File: src/rtl/pac_pkg.sv
package pac_pkg;

    typedef enum logic [1:0] {
        RK_NONE = 2'd0,
        RK_FAST = 2'd1,
        RK_SLOW = 2'd2,
        RK_MISS = 2'd3
    } rsp_kind_e;

    typedef enum logic [1:0] {
        ST_IDLE = 2'd0,
        ST_FAST = 2'd1,
        ST_ALT  = 2'd2,
        ST_WAIT = 2'd3
    } pac_state_e;

    // Saturating increment helper for the latency counter.
    function automatic logic [15:0] sat_inc(input logic [15:0] v, input int unsigned w);
        logic [15:0] lim;
        lim = 16'((32'd1 << w) - 32'd1);
        return (v >= lim) ? lim : v + 16'd1;
    endfunction

endpackage

File: src/rtl/pac_slot_array.sv
module pac_slot_array #(
    parameter int IDX_W  = 4,
    parameter int KEY_W  = 9,
    parameter int DATA_W = 16
) (
    input  logic              clk,
    input  logic              rst,
    // two combinational read ports: fast slot and partner slot
    input  logic [IDX_W-1:0]  ra_idx,
    output logic              ra_valid,
    output logic [KEY_W-1:0]  ra_key,
    output logic [DATA_W-1:0] ra_data,
    input  logic [IDX_W-1:0]  rb_idx,
    output logic              rb_valid,
    output logic [KEY_W-1:0]  rb_key,
    output logic [DATA_W-1:0] rb_data,
    // write port A always writes a valid line
    input  logic              wa_en,
    input  logic [IDX_W-1:0]  wa_idx,
    input  logic [KEY_W-1:0]  wa_key,
    input  logic [DATA_W-1:0] wa_data,
    // write port B carries its own valid bit (swap / move)
    input  logic              wb_en,
    input  logic [IDX_W-1:0]  wb_idx,
    input  logic              wb_valid,
    input  logic [KEY_W-1:0]  wb_key,
    input  logic [DATA_W-1:0] wb_data
);
    localparam int SLOTS = 1 << IDX_W;

    logic              vld_q [SLOTS];
    logic [KEY_W-1:0]  key_q [SLOTS];
    logic [DATA_W-1:0] dat_q [SLOTS];

    assign ra_valid = vld_q[ra_idx];
    assign ra_key   = key_q[ra_idx];
    assign ra_data  = dat_q[ra_idx];
    assign rb_valid = vld_q[rb_idx];
    assign rb_key   = key_q[rb_idx];
    assign rb_data  = dat_q[rb_idx];

    always_ff @(posedge clk) begin
        if (rst) begin
            for (int i = 0; i < SLOTS; i++) begin
                vld_q[i] <= 1'b0;
                key_q[i] <= '0;
                dat_q[i] <= '0;
            end
        end else begin
            if (wa_en) begin
                vld_q[wa_idx] <= 1'b1;
                key_q[wa_idx] <= wa_key;
                dat_q[wa_idx] <= wa_data;
            end
            if (wb_en) begin
                vld_q[wb_idx] <= wb_valid;
                key_q[wb_idx] <= wb_key;
                dat_q[wb_idx] <= wb_data;
            end
        end
    end

    // a swap or move writes the two slots of one pair, never one slot twice
    a_r4_ports_distinct: assert property (@(posedge clk) disable iff (rst)
        (wa_en && wb_en) |-> (wa_idx != wb_idx));

    // a moved line is written to the partner of the slot being refilled
    a_r6_move_partner: assert property (@(posedge clk) disable iff (rst)
        (wa_en && wb_en) |-> (wa_idx[IDX_W-1] != wb_idx[IDX_W-1]));

endmodule

File: src/rtl/pac_pair_lru.sv
module pac_pair_lru #(
    parameter int PAIR_W = 3
) (
    input  logic              clk,
    input  logic              rst,
    input  logic [PAIR_W-1:0] rd_pair,
    output logic              rd_lru_side,
    input  logic              touch_en,
    input  logic [PAIR_W-1:0] touch_pair,
    input  logic              touch_lru_side
);
    localparam int PAIRS = 1 << PAIR_W;

    // bit value = top index bit of the least recently used slot in the pair
    logic [PAIRS-1:0] lru_q;

    assign rd_lru_side = lru_q[rd_pair];

    always_ff @(posedge clk) begin
        if (rst) begin
            lru_q <= '0;
        end else if (touch_en) begin
            lru_q[touch_pair] <= touch_lru_side;
        end
    end

endmodule

File: src/rtl/pac_ctrl.sv
module pac_ctrl
    import pac_pkg::*;
#(
    parameter int ADDR_W = 12,
    parameter int IDX_W  = 4,
    parameter int DATA_W = 16,
    parameter int LAT_W  = 4,
    localparam int TAG_W  = ADDR_W - IDX_W,
    localparam int KEY_W  = TAG_W + 1,
    localparam int PAIR_W = IDX_W - 1
) (
    input  logic              clk,
    input  logic              rst,
    input  logic              req_valid,
    input  logic              req_write,
    input  logic [ADDR_W-1:0] req_addr,
    input  logic [DATA_W-1:0] req_wdata,
    output logic              req_ready,
    output logic              rsp_valid,
    output logic [1:0]        rsp_kind,
    output logic [DATA_W-1:0] rsp_rdata,
    output logic [LAT_W-1:0]  rsp_lat,
    output logic              mem_req_valid,
    output logic [ADDR_W-1:0] mem_addr,
    input  logic              fill_valid,
    input  logic [DATA_W-1:0] fill_data,
    // slot array
    output logic [IDX_W-1:0]  fast_idx,
    output logic [IDX_W-1:0]  alt_idx,
    input  logic              fast_valid,
    input  logic [KEY_W-1:0]  fast_key,
    input  logic [DATA_W-1:0] fast_data,
    input  logic              alt_valid,
    input  logic [KEY_W-1:0]  alt_key,
    input  logic [DATA_W-1:0] alt_data,
    output logic              wa_en,
    output logic [KEY_W-1:0]  wa_key,
    output logic [DATA_W-1:0] wa_data,
    output logic              wb_en,
    output logic              wb_valid,
    output logic [KEY_W-1:0]  wb_key,
    output logic [DATA_W-1:0] wb_data,
    // pair LRU
    output logic [PAIR_W-1:0] pair_id,
    input  logic              lru_side,
    output logic              touch_en,
    output logic              touch_side
);
    pac_state_e        state_q;
    rsp_kind_e         kind_q;
    logic [ADDR_W-1:0] addr_q;
    logic              write_q;
    logic [DATA_W-1:0] wdata_q;
    logic [LAT_W-1:0]  cnt_q;
    logic [LAT_W-1:0]  cnt_nx;

    logic [KEY_W-1:0]  want_key;
    logic              home_msb;
    logic              fast_hit;
    logic              alt_hit;
    logic              evict_alt;

    assign fast_idx  = addr_q[IDX_W-1:0];
    assign home_msb  = addr_q[IDX_W-1];
    assign alt_idx   = {~home_msb, addr_q[IDX_W-2:0]};
    assign pair_id   = addr_q[IDX_W-2:0];
    assign want_key  = {addr_q[ADDR_W-1:IDX_W], home_msb};
    assign fast_hit  = fast_valid && (fast_key == want_key);
    assign alt_hit   = alt_valid && (alt_key == want_key);
    // victim: empty fast slot, else empty partner, else LRU side of pair
    assign evict_alt = fast_valid && (!alt_valid || (lru_side != home_msb));

    assign cnt_nx        = LAT_W'(sat_inc(16'(cnt_q), LAT_W));
    assign req_ready     = (state_q == ST_IDLE);
    assign mem_req_valid = (state_q == ST_WAIT);
    assign mem_addr      = addr_q;
    assign rsp_kind      = kind_q;

    // array write and LRU update decode
    always_comb begin
        wa_en      = 1'b0;
        wa_key     = want_key;
        wa_data    = wdata_q;
        wb_en      = 1'b0;
        wb_valid   = fast_valid;
        wb_key     = fast_key;
        wb_data    = fast_data;
        touch_en   = 1'b0;
        touch_side = ~home_msb;
        unique case (state_q)
            ST_FAST: begin
                if (fast_hit) begin
                    touch_en = 1'b1;
                    wa_en    = write_q;
                end
            end
            ST_ALT: begin
                if (alt_hit) begin
                    wa_en    = 1'b1;
                    wa_data  = write_q ? wdata_q : alt_data;
                    wb_en    = 1'b1;
                    touch_en = 1'b1;
                end else if (evict_alt) begin
                    wb_en = 1'b1;
                end
            end
            ST_WAIT: begin
                if (fill_valid) begin
                    wa_en    = 1'b1;
                    wa_data  = write_q ? wdata_q : fill_data;
                    touch_en = 1'b1;
                end
            end
            default: ;
        endcase
    end

    always_ff @(posedge clk) begin
        if (rst) begin
            state_q   <= ST_IDLE;
            kind_q    <= RK_NONE;
            rsp_valid <= 1'b0;
            rsp_rdata <= '0;
            rsp_lat   <= '0;
            addr_q    <= '0;
            write_q   <= 1'b0;
            wdata_q   <= '0;
            cnt_q     <= '0;
        end else begin
            rsp_valid <= 1'b0;
            kind_q    <= RK_NONE;
            unique case (state_q)
                ST_IDLE: begin
                    if (req_valid) begin
                        addr_q  <= req_addr;
                        write_q <= req_write;
                        wdata_q <= req_wdata;
                        cnt_q   <= '0;
                        state_q <= ST_FAST;
                    end
                end
                ST_FAST: begin
                    cnt_q <= cnt_nx;
                    if (fast_hit) begin
                        rsp_valid <= 1'b1;
                        kind_q    <= RK_FAST;
                        rsp_rdata <= write_q ? wdata_q : fast_data;
                        rsp_lat   <= cnt_q;
                        state_q   <= ST_IDLE;
                    end else begin
                        state_q <= ST_ALT;
                    end
                end
                ST_ALT: begin
                    cnt_q <= cnt_nx;
                    if (alt_hit) begin
                        rsp_valid <= 1'b1;
                        kind_q    <= RK_SLOW;
                        rsp_rdata <= write_q ? wdata_q : alt_data;
                        rsp_lat   <= cnt_q;
                        state_q   <= ST_IDLE;
                    end else begin
                        state_q <= ST_WAIT;
                    end
                end
                ST_WAIT: begin
                    cnt_q <= cnt_nx;
                    if (fill_valid) begin
                        rsp_valid <= 1'b1;
                        kind_q    <= RK_MISS;
                        rsp_rdata <= write_q ? wdata_q : fill_data;
                        rsp_lat   <= cnt_q;
                        state_q   <= ST_IDLE;
                    end
                end
                default: state_q <= ST_IDLE;
            endcase
        end
    end

    // a response always returns the block to accepting requests
    a_r8_ready_after_rsp: assert property (@(posedge clk) disable iff (rst)
        rsp_valid |-> req_ready);

    // no next-level request while a new request could be taken
    a_r5_req_only_busy: assert property (@(posedge clk) disable iff (rst)
        mem_req_valid |-> !req_ready);

    // the next-level request rises two busy cycles after acceptance
    a_r5_req_delay: assert property (@(posedge clk) disable iff (rst)
        $rose(mem_req_valid) |-> (!$past(req_ready) && !$past(req_ready, 2) && $past(req_ready, 3)));

    // fast hit adds nothing
    a_r3_fast_lat: assert property (@(posedge clk) disable iff (rst)
        (rsp_valid && rsp_kind == RK_FAST) |-> (rsp_lat == '0));

    // slow hit adds exactly one cycle
    a_r4_slow_lat: assert property (@(posedge clk) disable iff (rst)
        (rsp_valid && rsp_kind == RK_SLOW) |-> (rsp_lat == LAT_W'(1)));

    // a miss costs at least the two probe cycles
    a_r9_miss_lat: assert property (@(posedge clk) disable iff (rst)
        (rsp_valid && rsp_kind == RK_MISS) |-> (rsp_lat >= LAT_W'(2)));

    // every response carries a real outcome code
    a_r9_kind_known: assert property (@(posedge clk) disable iff (rst)
        rsp_valid |-> (rsp_kind != RK_NONE));

endmodule

File: src/rtl/pac_cache.sv
module pac_cache #(
    parameter int ADDR_W = 12,
    parameter int IDX_W  = 4,
    parameter int DATA_W = 16,
    parameter int LAT_W  = 4
) (
    input  logic              clk,
    input  logic              rst,
    input  logic              req_valid,
    input  logic              req_write,
    input  logic [ADDR_W-1:0] req_addr,
    input  logic [DATA_W-1:0] req_wdata,
    output logic              req_ready,
    output logic              rsp_valid,
    output logic [1:0]        rsp_kind,
    output logic [DATA_W-1:0] rsp_rdata,
    output logic [LAT_W-1:0]  rsp_lat,
    output logic              mem_req_valid,
    output logic [ADDR_W-1:0] mem_addr,
    input  logic              fill_valid,
    input  logic [DATA_W-1:0] fill_data
);
    localparam int TAG_W  = ADDR_W - IDX_W;
    localparam int KEY_W  = TAG_W + 1;
    localparam int PAIR_W = IDX_W - 1;

    logic [IDX_W-1:0]  fast_idx, alt_idx;
    logic              fast_valid, alt_valid;
    logic [KEY_W-1:0]  fast_key, alt_key;
    logic [DATA_W-1:0] fast_data, alt_data;
    logic              wa_en, wb_en, wb_valid;
    logic [KEY_W-1:0]  wa_key, wb_key;
    logic [DATA_W-1:0] wa_data, wb_data;
    logic [PAIR_W-1:0] pair_id;
    logic              lru_side, touch_en, touch_side;

    initial begin
        assert (IDX_W >= 2 && ADDR_W > IDX_W)
            else $error("pac_cache: IDX_W must be >= 2 and below ADDR_W");
    end

    pac_ctrl #(
        .ADDR_W(ADDR_W), .IDX_W(IDX_W), .DATA_W(DATA_W), .LAT_W(LAT_W)
    ) u_ctrl (
        .clk(clk), .rst(rst),
        .req_valid(req_valid), .req_write(req_write), .req_addr(req_addr),
        .req_wdata(req_wdata), .req_ready(req_ready),
        .rsp_valid(rsp_valid), .rsp_kind(rsp_kind), .rsp_rdata(rsp_rdata),
        .rsp_lat(rsp_lat),
        .mem_req_valid(mem_req_valid), .mem_addr(mem_addr),
        .fill_valid(fill_valid), .fill_data(fill_data),
        .fast_idx(fast_idx), .alt_idx(alt_idx),
        .fast_valid(fast_valid), .fast_key(fast_key), .fast_data(fast_data),
        .alt_valid(alt_valid), .alt_key(alt_key), .alt_data(alt_data),
        .wa_en(wa_en), .wa_key(wa_key), .wa_data(wa_data),
        .wb_en(wb_en), .wb_valid(wb_valid), .wb_key(wb_key), .wb_data(wb_data),
        .pair_id(pair_id), .lru_side(lru_side),
        .touch_en(touch_en), .touch_side(touch_side)
    );

    pac_slot_array #(
        .IDX_W(IDX_W), .KEY_W(KEY_W), .DATA_W(DATA_W)
    ) u_slots (
        .clk(clk), .rst(rst),
        .ra_idx(fast_idx), .ra_valid(fast_valid), .ra_key(fast_key), .ra_data(fast_data),
        .rb_idx(alt_idx), .rb_valid(alt_valid), .rb_key(alt_key), .rb_data(alt_data),
        .wa_en(wa_en), .wa_idx(fast_idx), .wa_key(wa_key), .wa_data(wa_data),
        .wb_en(wb_en), .wb_idx(alt_idx), .wb_valid(wb_valid), .wb_key(wb_key),
        .wb_data(wb_data)
    );

    pac_pair_lru #(
        .PAIR_W(PAIR_W)
    ) u_lru (
        .clk(clk), .rst(rst),
        .rd_pair(pair_id), .rd_lru_side(lru_side),
        .touch_en(touch_en), .touch_pair(pair_id), .touch_lru_side(touch_side)
    );

endmodule

File: config.mk
export PLATFORM = sky130hd
export DESIGN_NAME = pac_cache
export DESIGN_NICKNAME = d
export VERILOG_FILES = /design/src/rtl/pac_pkg.sv /design/src/rtl/pac_slot_array.sv /design/src/rtl/pac_pair_lru.sv /design/src/rtl/pac_ctrl.sv /design/src/rtl/pac_cache.sv
export SDC_FILE = /design/constraint.sdc
export NUM_CORES = 1
export LEC_CHECK = 0
export BUFFER_PORTS_ARGS = -buffer_cell sky130_fd_sc_hd__buf_2
export CAP_MARGIN = 5
export CELL_PAD_IN_SITES_DETAIL_PLACEMENT = 1
export CELL_PAD_IN_SITES_GLOBAL_PLACEMENT = 1
export CORE_ASPECT_RATIO = 0.6
export CORE_UTILIZATION = 35
export CTS_CLUSTER_DIAMETER = 60
export DETAILED_ROUTE_END_ITERATION = 7
export PLACE_DENSITY = 0.66
export SETUP_SLACK_MARGIN = 0.05
export SLEW_MARGIN = 20
export SYNTH_ARGS = -nofsm -noshare
export SYNTH_HDL_FRONTEND = slang
export SYNTH_SLANG_ARGS = --single-unit
export TNS_END_PERCENT = 20
File: constraint.sdc
create_clock -name clk -period 6.9 [get_ports clk]
set_input_delay 1.38 -clock clk [delete_from_list [all_inputs] [get_ports clk]]
set_output_delay 1.38 -clock clk [all_outputs]
set_load 0.005 [all_outputs]
After elaboration in Yosys (flattened, before gate mapping)
Memories as Yosys holds them, arrays and structs flattened. A register that Yosys moved wholly into a read port is not among the register bits. Index checks and enable logic that the tools add are counted.

RAM bits: 416. Output and inout port bits: 37. Bits of input ports: 49. Word-level logic and storage cells: 118. Memories: 3. Register bits: 66.

Multiplexer cells: 72. Equal/unequal tests: 10. Bitwise operators: 1. Reduce and logical (&&, ||, !) cells: 18. Magnitude comparators: 3. $add $sub $neg: 1.

Memories: u_slots.dat_q (words 16, bits a word 16, rd ports 2, clocked after Yosys merged registers in 1, write ports 16, RTL line pac_slot_array.sv:33) `logic [DATA_W-1:0] dat_q [SLOTS];`; u_slots.key_q (words 16, bits a word 9, rd ports 2, clocked after Yosys merged registers in 1, write ports 16, RTL line pac_slot_array.sv:32) `logic [KEY_W-1:0] key_q [SLOTS];`; u_slots.vld_q (words 16, bits a word 1, rd ports 2, clocked after Yosys merged registers in 1, write ports 16, RTL line pac_slot_array.sv:31) `logic vld_q [SLOTS];`.

Operators with widths (count): $mux 16 (10); $mux 4 (17); $pmux 16 s3 (1); $pmux 16 s2 (1); $reduce_or 16->1 (2); $mux 1 (26); $eq 9x9->1 (2); $mux 9 (2); $reduce_or 9->1 (2); $mux 2 (6); $pmux 4 s3 (1); $bwmux 8 (1); $pmux 2 s4 (1); $pmux 4 s2 (1); $ne 2x1->1 const B (3); $pmux 1 s3 (2); $pmux 2 s3 (1); $add 4x1->4 const B (1); $eq 2x2->1 const B (2); $ge 4x4->1 const B (1); $logic_and 1x1->1 (4); $lt 3x4->1 const B (1); $reduce_and 2->1 (2); $reduce_and 4->1 (1); 13 further kinds (14).

Depth between registers and ports, before layout
Depth after elaboration: 13. Gate-level depth with buffers: 17. Mapped depth without buffers: 9.

By module
From an unflattened synthesis, not the netlist that was laid out.

Cell total of the unflattened synthesis: 2060. Area total of the unflattened synthesis: 27727.8 µm².

Modules (own cells, without submodules): pac_slot_array (area an instance 23656.4 µm², cells each 1581, sequential area each 12331.8 µm², times used 1); pac_ctrl (area an instance 3651.0 µm², cells each 442, sequential area each 1161.1 µm², times used 1); pac_pair_lru (area an instance 420.4 µm², cells each 37, sequential area each 160.2 µm², times used 1).

Least setup slack after synthesis
No wires, ideal clock.

Path kind: reg-to-reg. Start: reg u_ctrl.addr_q[1], in the netlist u_ctrl.mem_addr[1]. End: mem u_slots.dat_q[8][0], enable pin. Arrival time: 3.958 ns. Cell stages (with the launch flop): 15. Path buffers: 6. Slack: 2.556 ns. Data required time: 6.513 ns. Setup time: 0.387 ns. Clock period less this slack: 4.344 ns. Cells stage by stage: dfxtp_1 -> buf_2 -> buf_4 -> buf_2 -> mux4_2 -> a21oi_1 -> o211ai_1 -> or3_1 -> or4b_1 -> buf_2 -> o211ai_2 -> buf_6 -> nand4_4 -> clkbuf_1 -> nand3b_1.

RTL lines: from (decl) (RTL line pac_ctrl.sv:51) `logic [ADDR_W-1:0] addr_q;`; from (signal assigned) (RTL line pac_ctrl.sv:135) `addr_q <= req_addr;`; to (decl) (RTL line pac_slot_array.sv:33).

==> summary.txt <==
Pwr
  • VDD IR max: 0.188 mV
  • P_sw: 2.13 mW
  • P_int: 5.11 mW
  • Clock Power Share: 37.0%
  • Reg power frac: 46.8%
  • Leak pwr: 9.94 nW
  • Pwr/cell area: 239 nW/um2
  • Switching Share: 29.5%
  • Power Total: 7.24 mW
  • Combinational Power Share: 16.2%

Timing
  • Worst Slack Setup Final: 870 ps
  • Fin Hold WS: 475 ps
  • Maximum clock frequency: 166 MHz
  • Worst slew margin: 23.1%
  • RSZ-0062 raised after global routing: no
  • # setup viols final: 0
  • Clock skew: 22.4 ps
  • Tmin final: 6030 ps
  • Pin slew with the least headroom to its limit: 1150 ps
  • Max Slew Vio Count: 0
  • Setup Total Neg Slack: 0 ps
  • Endpoints failing hold: 0
  • Final Cycle Share: 87.4%

Logic synthesis
  • Syn_area_per_cell: 12.7 um2
  • Most frequent cells after synthesis: edfxtp_1 (400), o22ai_1 (370), mux4_2 (208), nand2_1 (191), clkbuf_1 (153)
  • Library cells used by synthesis: 74
  • Yosys Warn Count: 0
  • Synth Flop Type: edfxtp_1
  • Post-synthesis register bit count: 486
  • Seq/Total Area, Yosys: 50.5%
  • Mapped Area: 27200 um2
  • Ys async rst share: 0%
  • Largest area contributor in the netlist: edfxtp_1
  • Synth area leaders: edfxtp_1 (44%), mux4_2 (17%), o22ai_1 (8.5%)
  • Post-synthesis net count: 2195
  • Post-synth EDFFs: 400
  • Top cell type's share of synthesized area: 44.2%
  • Syn Inst Count: 2145
  • Most numerous cell in the Yosys netlist: edfxtp_1

Worst setup path
  • Worst R2R Start: u_ctrl.mem_addr[1]$_SDFFE_PP0P_
  • Crit path arrival time: 6320 ps
  • WS Path Type: reg -> reg
  • Worst path slowest cell: or4b_1
  • Type of destination of the critical path: flip-flop
  • Cell mode on critical path: buf_4
  • Kind of cell adding the most delay to the critical path: simple AND/OR/NAND/NOR gates
  • Max FO, Critical Path: 39
  • Critical path, cell by cell: buf_4, mux4_2, xnor2_1, mux2i_1, a211oi_1, o21ai_0, or4b_1, o211ai_2, and4_1, or3_1, buf_4
  • Crit path launch: u_ctrl.mem_addr[1]$_SDFFE_PP0P_
  • WP buf/inv: 2
  • Startpoint types: flip-flop
  • Req. time, crit path: 7190 ps
  • Worst stage delay on the critical path: 950 ps

Hold path
  • Hold path startpoint: u_ctrl.wdata_q[2]$_SDFFE_PP0P_
  • Worst min-delay path class: reg -> reg

Die
  • Core area: 76200 um2
  • Die area: 78900 um2
  • I/O pin count: 86
  • # rows: 78
  • Die height: 218 um
  • Initial core utilization: 35.7%
  • Die Wd: 362 um

Clock network
  • Post_cts resized: 0
  • CTS tree: yes
  • Cts hold-fix bufs: 0
  • Clock-pin slew on the worst setup and hold paths: 60 ps
  • Later-pin clock latency in the skew report: 610 ps
  • TritonCTS Buffers: 49
  • H-tree depth: 2
  • CTS sink cnt: 486
  • Longest Clk Path Bufs: 3
  • Setup bufs post-CTS: 0
  • CTS Root Cell: clkbuf_16

Cells and area
  • Fraction of layout cells with a size suffix above 1: 25.3%
  • Fin cells: 3222
  • Fillers: 7970
  • Nets: 2199
  • Diode count: 0
  • Area Growth Syn to Fin: 11.4%

Run status
  • Status: finished, final reports clean

Placement
  • Place WS: 1080 ps
  • PortBufs: 85
  • Detailed placer's ending HPWL: 73300 um
  • GP Congestion: 0.926
  • Placed Cells: 3138

Detailed routing
  • Routed Antenna Nets: 0
  • Drt first pass iters: 5
  • Via density: 6.79
  • Vias: 21900
  • WL per Instance: 34.9 um
  • DRC: 0
  • Initial DRC count: 3624
  • Total Wirelength: 112000 um

GRT
  • GR Overflow Total: 0
  • Vias in the first global route: 21900
  • Total track usage: 28.2%
  • Initial antenna violation count: 3
  • Largest net degree at the start of global routing: 60
  • First-pass GRT wire length: 161000 um

Flow run
  • Max Cap Violations: 0
[per-stage QoR]
stage               cell area, um2  utilization, %
finish                       30300            39.7
global route                 30300            39.7
CTS                          30300            39.7
detailed placement           28800            37.8
global placement             28800            37.8
floorplan                    27200               -
[power groups by stage]
stage          clock network [mW]  registers [mW]  logic, mW
2_1_floorplan                   0            3.36      0.754
3_3_place_gp                    0            3.43       1.10
3_5_place_dp                    0            3.44       1.12
4_1_cts                      2.69            3.38       1.13
5_1_grt                      2.79            3.40       1.22
6_report                     2.68            3.39       1.17
[layout make-up]
type | instances | area (um2) | share of cell area, %
sequential | 486 | 13800 | 45.4
multi-input combinational | 1396 | 12400 | 41.0
clock buffer | 64 | 1340 | 4.41
tap | 1040 | 1300 | 4.30
timing repair buffer | 196 | 1260 | 4.16
clock inverter | 20 | 154 | 0.508
inverter | 20 | 75.1 | 0.248
[state kept, by name (all words and copies together), names as in the netlist, named ones only]
register and count:
u_ctrl.cnt_q 4, u_ctrl.mem_addr 12, u_ctrl.rsp_kind 2, u_ctrl.rsp_lat 4
u_ctrl.rsp_rdata 16, u_ctrl.rsp_valid 1, u_ctrl.state_q 2, u_ctrl.wdata_q 16
u_ctrl.write_q 1, u_lru.lru_q 8, u_slots.dat_q 256, u_slots.key_q 144
u_slots.vld_q 16
[cell families (layout without fill, tap and decap cells)]
kind of cell / after synthesis / in the layout / synth area share (%)
XOR/XNOR: 21 / 21 / 0.676
AO/OA/AOI/OAI: 599 / 599 / 14.5
multiplexers: 344 / 344 / 22.4
buffers and inverters: 263 / 300 / 4.18
AND/OR/NAND/NOR: 431 / 431 / 7.73
adder cells (fa/ha/maj): 1 / 1 / 0.0460
flip-flops: 486 / 486 / 50.5
[cell usage in the layout, fill, tap and decap left out, types with 20 or more instances in the layout]
master       n
a21oi_1     41
buf_2       84
buf_4      112
clkbuf_16   51
dfxtp_1     78
edfxtp_1   400
mux2_2      31
mux2i_1    102
mux4_2     208
nand2_1    191
nand3_1     25
nand3b_1    25
nor2_1      66
o211ai_1    21
o21ai_0     50
o21ai_1     22
o22ai_1    370
xnor2_1     20
[final timing paths]
kind / endpoint / slack (ps) / cells past startpoint
worst max-delay path: u_slots.dat_q[11][1]$_DFFE_PP_ / 870 / 11
worst min-delay path: u_ctrl.wdata_q[2]$_SDFFE_PP0P_ / 470 / 2
worst max register to register: u_slots.dat_q[11][1]$_DFFE_PP_ / 870 / 11
worst min register to register: u_ctrl.wdata_q[2]$_SDFFE_PP0P_ / 470 / 2
[worst reg2reg max path, delay by kind of cell (launching register included)]
family / cells / cell delay (ps)
and+or+nand+nor: 3 / 1810
AOI/OAI and AO/OA: 3 / 1490
muxes: 2 / 570
xor gates and xnor gates: 1 / 170
DFF: 1 / 890
buffers and inverters: 2 / 790
[per-layer routing]
layer	GRT usage (%)	wire (um)	vias to the layer above
li1	-	-	8677
met4	6.77	2550	6
met2	37.5	44300	1675
met5	0.429	72	-
met3	12.6	18400	205
met1	41.2	47100	11300
Note: power is estimated with default switching activity, not from simulation.
